===== config.mk =====
export PLATFORM = sky130hd
export DESIGN_NAME = pkt_page_alloc
export DESIGN_NICKNAME = d
export VERILOG_FILES = /design/src/rtl/pkt_page_alloc_pkg.sv /design/src/rtl/ppa_pn_fifo.sv /design/src/rtl/ppa_cmd_ctrl.sv /design/src/rtl/ppa_slot_datapath.sv /design/src/rtl/pkt_page_alloc.sv
export SDC_FILE = /design/constraint.sdc
export NUM_CORES = 1
export LEC_CHECK = 0
export ABC_AREA = 1
export BUFFER_PORTS_ARGS = -buffer_cell sky130_fd_sc_hd__buf_2
export CAP_MARGIN = 10
export CORE_MARGIN = 1
export CORE_UTILIZATION = 45
export CTS_CLUSTER_DIAMETER = 120
export CTS_CLUSTER_SIZE = 10
export DETAILED_ROUTE_END_ITERATION = 10
export GPL_ROUTABILITY_DRIVEN = 0
export PLACE_DENSITY = 0.65
export SLEW_MARGIN = 20
export SYNTH_ARGS = -nofsm -noshare
export SYNTH_HDL_FRONTEND = slang
export SYNTH_HIERARCHICAL = 1
export SYNTH_SLANG_ARGS = --single-unit

===== constraint.sdc =====
create_clock -name clk -period 3.91 [get_ports clk]
set_input_delay 0.9775 -clock clk [delete_from_list [all_inputs] [get_ports clk]]
set_output_delay 0.9775 -clock clk [all_outputs]
set_load 0.05 [all_outputs]

===== src/rtl/pkt_page_alloc_pkg.sv =====
package pkt_page_alloc_pkg;

  typedef enum logic [2:0] {
    OP_NOP     = 3'd0,
    OP_RESET   = 3'd1,
    OP_ALLOC   = 3'd2,
    OP_ENQ     = 3'd3,
    OP_RELEASE = 3'd4,
    OP_FREE    = 3'd5
  } cmd_op_e;

  // Strobes from the command control to the slot datapath.
  typedef struct packed {
    logic doReset;
    logic doGrant;
    logic doEnq;
    logic doRelease;
    logic doFree;
  } ctrl_strobe_t;

endpackage


===== src/rtl/ppa_pn_fifo.sv =====
module ppa_pn_fifo #(
  parameter int DEPTH = 4,
  parameter int W     = 2
) (
  input  logic         clk,
  input  logic         rstN,
  input  logic         flush,
  input  logic         push,
  input  logic [W-1:0] pushData,
  input  logic         pop,
  output logic [W-1:0] headData,
  output logic         empty
);
  localparam int PW = $clog2(DEPTH);
  localparam int CW = $clog2(DEPTH + 1);

  logic [W-1:0]  mem [DEPTH];
  logic [PW-1:0] rdPtr, wrPtr;
  logic [CW-1:0] cnt;
  logic          doPop, doPush;

  assign empty  = (cnt == '0);
  assign doPop  = pop && !empty;
  assign doPush = push && ((cnt != CW'(DEPTH)) || doPop);

  always_ff @(posedge clk) begin
    if (doPush) mem[wrPtr] <= pushData;
  end

  always_ff @(posedge clk or negedge rstN) begin
    if (!rstN) begin
      rdPtr <= '0;
      wrPtr <= '0;
      cnt   <= '0;
    end else if (flush) begin
      rdPtr <= '0;
      wrPtr <= '0;
      cnt   <= '0;
    end else begin
      if (doPush) wrPtr <= (wrPtr == PW'(DEPTH - 1)) ? '0 : wrPtr + 1'b1;
      if (doPop)  rdPtr <= (rdPtr == PW'(DEPTH - 1)) ? '0 : rdPtr + 1'b1;
      if (doPush && !doPop)      cnt <= cnt + 1'b1;
      else if (doPop && !doPush) cnt <= cnt - 1'b1;
    end
  end

  assign headData = mem[rdPtr];

endmodule


===== src/rtl/ppa_cmd_ctrl.sv =====
module ppa_cmd_ctrl
  import pkt_page_alloc_pkg::*;
#(
  parameter int BUSY_CYCLES    = 4,
  parameter int PAGE_W         = 5,
  parameter int PAGES_PER_SLOT = 8,
  parameter int PN_W           = 2
) (
  input  logic              clk,
  input  logic              rstN,
  input  logic              cmdValid,
  input  logic [2:0]        cmdOp,
  input  logic [PAGE_W-1:0] cmdPages,
  input  logic              ackAlloc,
  input  logic              ackTx,
  input  logic              grantOk,
  input  logic [PN_W-1:0]   grantPn,
  input  logic              txPopped,
  output ctrl_strobe_t      strb,
  output logic              busy,
  output logic              allocIrq,
  output logic              txIrq,
  output logic [PN_W-1:0]   allocPn,
  output logic              allocFailed
);
  localparam int BC_W = $clog2(BUSY_CYCLES + 1);
  localparam logic [PAGE_W-1:0] MAX_FIELD = PAGE_W'(PAGES_PER_SLOT - 1);

  logic [BC_W-1:0] busyCnt;
  logic            pend, pendOversize;
  logic            accept, busyStart;
  cmd_op_e         op;

  assign op     = cmd_op_e'(cmdOp);
  assign busy   = (busyCnt != '0);
  assign accept = cmdValid && !busy && !pend;

  always_comb begin
    strb           = '0;
    strb.doReset   = accept && (op == OP_RESET);
    strb.doEnq     = accept && (op == OP_ENQ);
    strb.doRelease = accept && (op == OP_RELEASE);
    strb.doFree    = accept && (op == OP_FREE);
    strb.doGrant   = pend && !pendOversize && grantOk;
  end

  assign busyStart = strb.doReset || strb.doRelease || strb.doFree;

  always_ff @(posedge clk or negedge rstN) begin
    if (!rstN) begin
      busyCnt      <= '0;
      pend         <= 1'b0;
      pendOversize <= 1'b0;
      allocPn      <= '0;
      allocFailed  <= 1'b0;
      allocIrq     <= 1'b0;
      txIrq        <= 1'b0;
    end else begin
      if (busyStart)         busyCnt <= BC_W'(BUSY_CYCLES);
      else if (busyCnt != 0) busyCnt <= busyCnt - 1'b1;
      pend         <= accept && (op == OP_ALLOC);
      pendOversize <= (cmdPages > MAX_FIELD);
      if (pend) begin
        if (strb.doGrant) begin
          allocPn     <= grantPn;
          allocFailed <= 1'b0;
        end else begin
          allocFailed <= 1'b1;
        end
      end
      allocIrq <= strb.doGrant || (allocIrq && !ackAlloc);
      txIrq    <= txPopped || (txIrq && !ackTx);
    end
  end

  // a granted allocation leaves the interrupt bit set
  a_r4_alloc_irq_set: assert property (@(posedge clk) disable iff (!rstN)
    strb.doGrant |=> allocIrq);

  // a failed allocation flags failure and does not touch the interrupt bit
  a_r3_fail_keeps_irq: assert property (@(posedge clk) disable iff (!rstN)
    (pend && !strb.doGrant && !ackAlloc) |=> (allocFailed && allocIrq == $past(allocIrq)));

  // an accepted release, free or reset raises busy
  a_r5_busy_raised: assert property (@(posedge clk) disable iff (!rstN)
    busyStart |=> busy);

endmodule


===== src/rtl/ppa_slot_datapath.sv =====
module ppa_slot_datapath
  import pkt_page_alloc_pkg::*;
#(
  parameter int NUM_SLOTS = 4,
  parameter int PN_W      = 2,
  parameter int CNT_W     = 3
) (
  input  logic            clk,
  input  logic            rstN,
  input  ctrl_strobe_t    strb,
  input  logic [PN_W-1:0] cmdPn,
  input  logic            rxArrive,
  input  logic            txDone,
  output logic            grantOk,
  output logic [PN_W-1:0] grantPn,
  output logic [PN_W-1:0] rxPn,
  output logic            rxEmpty,
  output logic            txPopped,
  output logic [PN_W-1:0] txDonePn,
  output logic [CNT_W-1:0] freeUnits
);
  logic [NUM_SLOTS-1:0] used, grantMask, rxMask, relMask, freeMask, rxAvail;
  logic                 rxOk, rxTake, txEmpty;
  logic [PN_W-1:0]      rxSlot, txHead;

  // Allocation takes the lowest free slot.
  always_comb begin
    grantOk = 1'b0;
    grantPn = '0;
    for (int i = NUM_SLOTS - 1; i >= 0; i--) begin
      if (!used[i]) begin
        grantOk = 1'b1;
        grantPn = PN_W'(i);
      end
    end
  end

  assign grantMask = strb.doGrant ? (NUM_SLOTS'(1) << grantPn) : '0;
  assign rxAvail   = ~used & ~grantMask;

  // A received frame takes the lowest slot left after any grant.
  always_comb begin
    rxOk   = 1'b0;
    rxSlot = '0;
    for (int i = NUM_SLOTS - 1; i >= 0; i--) begin
      if (rxAvail[i]) begin
        rxOk   = 1'b1;
        rxSlot = PN_W'(i);
      end
    end
  end

  assign rxTake   = rxArrive && rxOk && !strb.doReset;
  assign rxMask   = rxTake ? (NUM_SLOTS'(1) << rxSlot) : '0;
  assign relMask  = (strb.doRelease && !rxEmpty) ? (NUM_SLOTS'(1) << rxPn) : '0;
  assign freeMask = strb.doFree ? (NUM_SLOTS'(1) << cmdPn) : '0;
  assign txPopped = txDone && !txEmpty && !strb.doReset;

  always_ff @(posedge clk or negedge rstN) begin
    if (!rstN) begin
      used     <= '0;
      txDonePn <= '0;
    end else begin
      if (strb.doReset) used <= '0;
      else              used <= (used & ~relMask & ~freeMask) | grantMask | rxMask;
      if (txPopped) txDonePn <= txHead;
    end
  end

  always_comb begin
    freeUnits = '0;
    for (int i = 0; i < NUM_SLOTS; i++) begin
      if (!used[i]) freeUnits = freeUnits + 1'b1;
    end
  end

  ppa_pn_fifo #(.DEPTH(NUM_SLOTS), .W(PN_W)) rxQ_i (
    .clk(clk), .rstN(rstN), .flush(strb.doReset),
    .push(rxTake), .pushData(rxSlot), .pop(strb.doRelease),
    .headData(rxPn), .empty(rxEmpty)
  );

  ppa_pn_fifo #(.DEPTH(NUM_SLOTS), .W(PN_W)) txQ_i (
    .clk(clk), .rstN(rstN), .flush(strb.doReset),
    .push(strb.doEnq), .pushData(cmdPn), .pop(txPopped),
    .headData(txHead), .empty(txEmpty)
  );

  // a grant and a received frame never claim the same slot
  always_comb begin
    if (rstN) a_r7_disjoint_claims: assert ((grantMask & rxMask) == '0);
  end

  // after a reset every slot is free and the receive queue is empty
  a_r11_reset_clears: assert property (@(posedge clk) disable iff (!rstN)
    strb.doReset |=> (rxEmpty && freeUnits == CNT_W'(NUM_SLOTS)));

  // a completed transmit reports the queue head it popped
  a_r10_tx_order: assert property (@(posedge clk) disable iff (!rstN)
    txPopped |=> (txDonePn == $past(txHead)));

endmodule


===== src/rtl/pkt_page_alloc.sv =====
module pkt_page_alloc
  import pkt_page_alloc_pkg::*;
#(
  parameter int NUM_SLOTS      = 4,
  parameter int PAGE_W         = 5,
  parameter int PAGES_PER_SLOT = 8,
  parameter int BUSY_CYCLES    = 4
) (
  input  logic                           clk,
  input  logic                           rstN,
  input  logic                           cmdValid,
  input  logic [2:0]                     cmdOp,
  input  logic [PAGE_W-1:0]              cmdPages,
  input  logic [$clog2(NUM_SLOTS)-1:0]   cmdPn,
  input  logic                           ackAlloc,
  input  logic                           ackTx,
  input  logic                           rxArrive,
  input  logic                           txDone,
  output logic                           busy,
  output logic [$clog2(NUM_SLOTS)-1:0]   allocPn,
  output logic                           allocFailed,
  output logic                           allocIrq,
  output logic                           txIrq,
  output logic [$clog2(NUM_SLOTS)-1:0]   txDonePn,
  output logic [$clog2(NUM_SLOTS)-1:0]   rxPn,
  output logic                           rxEmpty,
  output logic [$clog2(NUM_SLOTS+1)-1:0] freeUnits
);
  localparam int PN_W  = $clog2(NUM_SLOTS);
  localparam int CNT_W = $clog2(NUM_SLOTS + 1);

  ctrl_strobe_t    strb;
  logic            grantOk, txPopped;
  logic [PN_W-1:0] grantPn;

  ppa_cmd_ctrl #(
    .BUSY_CYCLES(BUSY_CYCLES), .PAGE_W(PAGE_W),
    .PAGES_PER_SLOT(PAGES_PER_SLOT), .PN_W(PN_W)
  ) ctrl_i (
    .clk(clk), .rstN(rstN), .cmdValid(cmdValid), .cmdOp(cmdOp),
    .cmdPages(cmdPages), .ackAlloc(ackAlloc), .ackTx(ackTx),
    .grantOk(grantOk), .grantPn(grantPn), .txPopped(txPopped),
    .strb(strb), .busy(busy), .allocIrq(allocIrq), .txIrq(txIrq),
    .allocPn(allocPn), .allocFailed(allocFailed)
  );

  ppa_slot_datapath #(
    .NUM_SLOTS(NUM_SLOTS), .PN_W(PN_W), .CNT_W(CNT_W)
  ) dp_i (
    .clk(clk), .rstN(rstN), .strb(strb), .cmdPn(cmdPn),
    .rxArrive(rxArrive), .txDone(txDone), .grantOk(grantOk),
    .grantPn(grantPn), .rxPn(rxPn), .rxEmpty(rxEmpty),
    .txPopped(txPopped), .txDonePn(txDonePn), .freeUnits(freeUnits)
  );

endmodule


==> run summary <==
Clock buffer count from CTS - 5
Mapped cell area - 2738 sq um
RSZ-0062 raised after global routing - false
Longest Clk Path Bufs - 2
Via count - 2112
Crit start category - register
Post-synth ARST share - 0.6522
Clock-pin slew on the worst setup and hold paths - 0.09 ns
Multiplexer area fraction after synthesis - 0
Cell Area, Placed - 2967 sq um
Cell Pwr Density - 832.3 nW/um^2
Largest net degree at the start of global routing - 31
Dpl hpwl - 3820 um
Inserted Diodes - 0
Seq pwr share - 0.319
CP Class - reg -> out
Post-Synth Simple-Gate Area - 0.2559
Peak VDD IR - 468.5 uV
DRC viols - 0
Cts repair resizes - 0
Clock power share - 0.141
Post-CTS Setup Bufs - 0
Root buffer cell - clkbuf_8
Initial Utilization - 0.4651
Antenna violations before repair - 0
Leak - 0.001539 uW
Setup crit end kind - output pin
Die width - 80.00 um
CTS tree - built
H-tree depth - 2
Worst slew pin tran - 0.7019 ns
Share of the yosys chip area belonging to registers - 0.4497
First-pass GRT wire length - 9135 um
Synth cell types - 34
CTS sink count - 46
Die area - 6399 sq um
Final setup fails - 0
Synth Area in XOR/XNOR - 0.01280
Avg WL per Cell - 11.51 um
Site Rows - 28
Clk_skew - 0.005924 ns
# port buffers - 27
Design area - 3079 sq um
Total Power - 2563 uW
Vias in the first global route - 2125
Sw Pwr - 1265 uW
Min Clock Period, post-route - 3.056 ns
Worst hold path type - reg -> reg
Synth Net Count - 359
Crit-path cells - inv_1 -> ha_1 -> xnor2_1 -> ha_1 -> nand2_1 -> xor2_1 -> buf_2
Syn Inst Count - 327
Area growth, synth to finish - 12.48%
Core area - 5886 sq um
TNS Setup - 0 ns
Combinational power share - 0.540
Vias per inst - 4.833
Max Cap Viol - 0
Clk Latency, worst-skew pair - 0.30 ns
Final Hold Viols - 0
Final worst-path cycle share - 0.7815
Tot GR Track Use - 0.1853
Slew margin rel. - 0.5321
Synth warnings - 6
Pins Over Slew Limit - 0
Top-Level Pins - 31
CP max stage cell - dfrtp_1
Cts hold-fix bufs - 0
Die height - 80.00 um
DRT iter0 DRCs - 124
Final setup margin - 0.8545 ns
Setup Slack @ Placement - 0.9743 ns
Internal - 1298 uW
Seq cells post-synth - 46
Share of layout cells above drive strength 1 - 0.1989
Most frequent CP cell - ha_1
Most common library cell in the layout ignoring fill and taps - inv_1
WP data required - 2.93 ns
CP arrival - 2.08 ns
Crit Path Max Fanout - 8
Global route overflow - 0
NumNets Final - 393
Most frequent cells in the layout - inv_1, nand2_1, nor2_1
# fillers - 559
Synth Area in Adders - 0.07404
Number of synthesized flops with an enable pin - 16
Fmax - 0.3273 GHz
Ys flop type - dfrtp_1
Compound-Gate Fraction of Synth Area - 0.1074
Main combinational cell family by area after synthesis - simple AND/OR/NAND/NOR gates
DRT Pass-1 Iters - 4
Routed WL - 5028 um
Syn avg cell area - 8.372 sq um
Switch share - 0.4935
Outcome - complete, no violations
Antenna-violating nets left - 0
Critical Path Max Stage Delay - 0.48 ns
==> state kept, by name, summed over array words and instances, names as in the netlist <==
register,cells
dp_i/rxQ_i/wrPtr,2
dp_i/txQ_i/mem,8
dp_i/rxQ_i/rdPtr,2
ctrl_i/allocIrq,1
ctrl_i/busyCnt,3
ctrl_i/pend,1
dp_i/txQ_i/wrPtr,2
dp_i/txQ_i/cnt,3
ctrl_i/allocFailed,1
dp_i/txQ_i/rdPtr,2
dp_i/used,4
ctrl_i/pendOversize,1
dp_i/rxQ_i/mem,8
ctrl_i/txIrq,1
ctrl_i/allocPn,2
dp_i/rxQ_i/cnt,3
dp_i/txDonePn,2
==> critical path: cells and delay by family (launching register included) <==
| family | cells | cell delay, ns |
|---|---|---|
| xor gates and xnor gates | 2 | 0.38 |
| adders and majority gates | 2 | 0.51 |
| buffers and inverters | 2 | 0.34 |
| and+or+nand+nor | 1 | 0.06 |
| DFF | 1 | 0.48 |
==> area by class of cell <==
class	instances	area, sq um	share of cell area
timing repair buffer	28	142.6	0.04632
multi-input combinational	209	1232	0.4002
inverter	71	266.5	0.08655
clock buffer	5	68.82	0.02235
tap	75	93.84	0.03048
clock inverter	3	43.79	0.01422
sequential	46	1231	0.3998
==> cell usage after synthesis, types with 2 or more instances <==
| cell type | n | area, sq um |
|---|---|---|
| a211oi_2 | 2 | 25.02 |
| a21oi_1 | 10 | 50.05 |
| a21oi_2 | 2 | 17.52 |
| dfrtp_1 | 30 | 750.7 |
| edfxtp_1 | 16 | 480.5 |
| fa_1 | 2 | 40.04 |
| ha_1 | 13 | 162.7 |
| inv_1 | 64 | 240.2 |
| inv_2 | 6 | 22.52 |
| nand2_1 | 55 | 206.5 |
| nand2_2 | 10 | 62.56 |
| nand2_4 | 2 | 22.52 |
| nand3_1 | 23 | 115.1 |
| nand3_2 | 4 | 40.04 |
| nand4_1 | 6 | 37.54 |
| nor2_1 | 35 | 131.4 |
| nor2_4 | 5 | 56.30 |
| nor3_1 | 2 | 10.01 |
| o21ai_0 | 12 | 60.06 |
| o21ai_1 | 6 | 30.03 |
| o21ai_4 | 2 | 32.53 |
| o22ai_1 | 6 | 37.54 |
| xnor2_1 | 2 | 17.52 |
| xor2_1 | 2 | 17.52 |
==> power groups by stage <==
| stage | sequential, uW | combinational, uW | clock, uW |
|---|---|---|---|
| after floorplan | 868 | 1080 | 0 |
| after global placement | 826 | 1360 | 0 |
| after detailed placement | 830 | 1390 | 0 |
| after CTS | 819 | 1400 | 369 |
| after global routing | 846 | 1590 | 393 |
| final | 819 | 1380 | 361 |
==> stage by stage <==
step                std cells  utilization  hold slack (ns)
global route              437       0.5232           0.5021
global placement          429       0.5040           0.4566
finish                    437       0.5232           0.4796
CTS                       437       0.5232           0.4805
detailed placement        429       0.5040           0.4582
floorplan                 327            -           0.4684
==> worst paths after layout <==
| path | startpoint | to | slack, ns | cells after the start |
|---|---|---|---|---|
| worst max-delay path | dp_i/used[0]$_DFF_PN0_ | freeUnits[2] | 0.85 | 7 |
| worst min-delay path | ctrl_i/allocPn[1]$_DFFE_PN0P_ | ctrl_i/allocPn[1]$_DFFE_PN0P_ | 0.48 | 2 |
| worst max register to register | dp_i/used[1]$_DFF_PN0_ | dp_i/rxQ_i/cnt[2]$_DFFE_PN0P_ | 1.28 | 17 |
| worst min register to register | ctrl_i/allocPn[1]$_DFFE_PN0P_ | ctrl_i/allocPn[1]$_DFFE_PN0P_ | 0.48 | 2 |
| max in group asynchronous | rstN | dp_i/rxQ_i/wrPtr[1]$_DFFE_PN0P_ | 2.74 | 1 |
| min in group asynchronous | rstN | dp_i/txDonePn[1]$_DFFE_PN0P_ | 0.71 | 1 |
==> routing by layer <==
metal / GRT usage / part of all wire / vias up
met5: 0 / 0 / -
met3: 0.03657 / 0.043 / 7
met4: 0.06250 / 0.013 / 0
li1: - / - / 1106
met2: 0.3325 / 0.49 / 34
met1: 0.2194 / 0.45 / 965
==> cell families after synthesis <==
group | count (synthesis)
buffers and inverters | 72
XOR/XNOR | 4
flip-flops | 46
AO/OA/AOI/OAI | 45
adder cells (fa/ha/maj) | 15
AND/OR/NAND/NOR | 145
(Power assumes the default switching activity.)
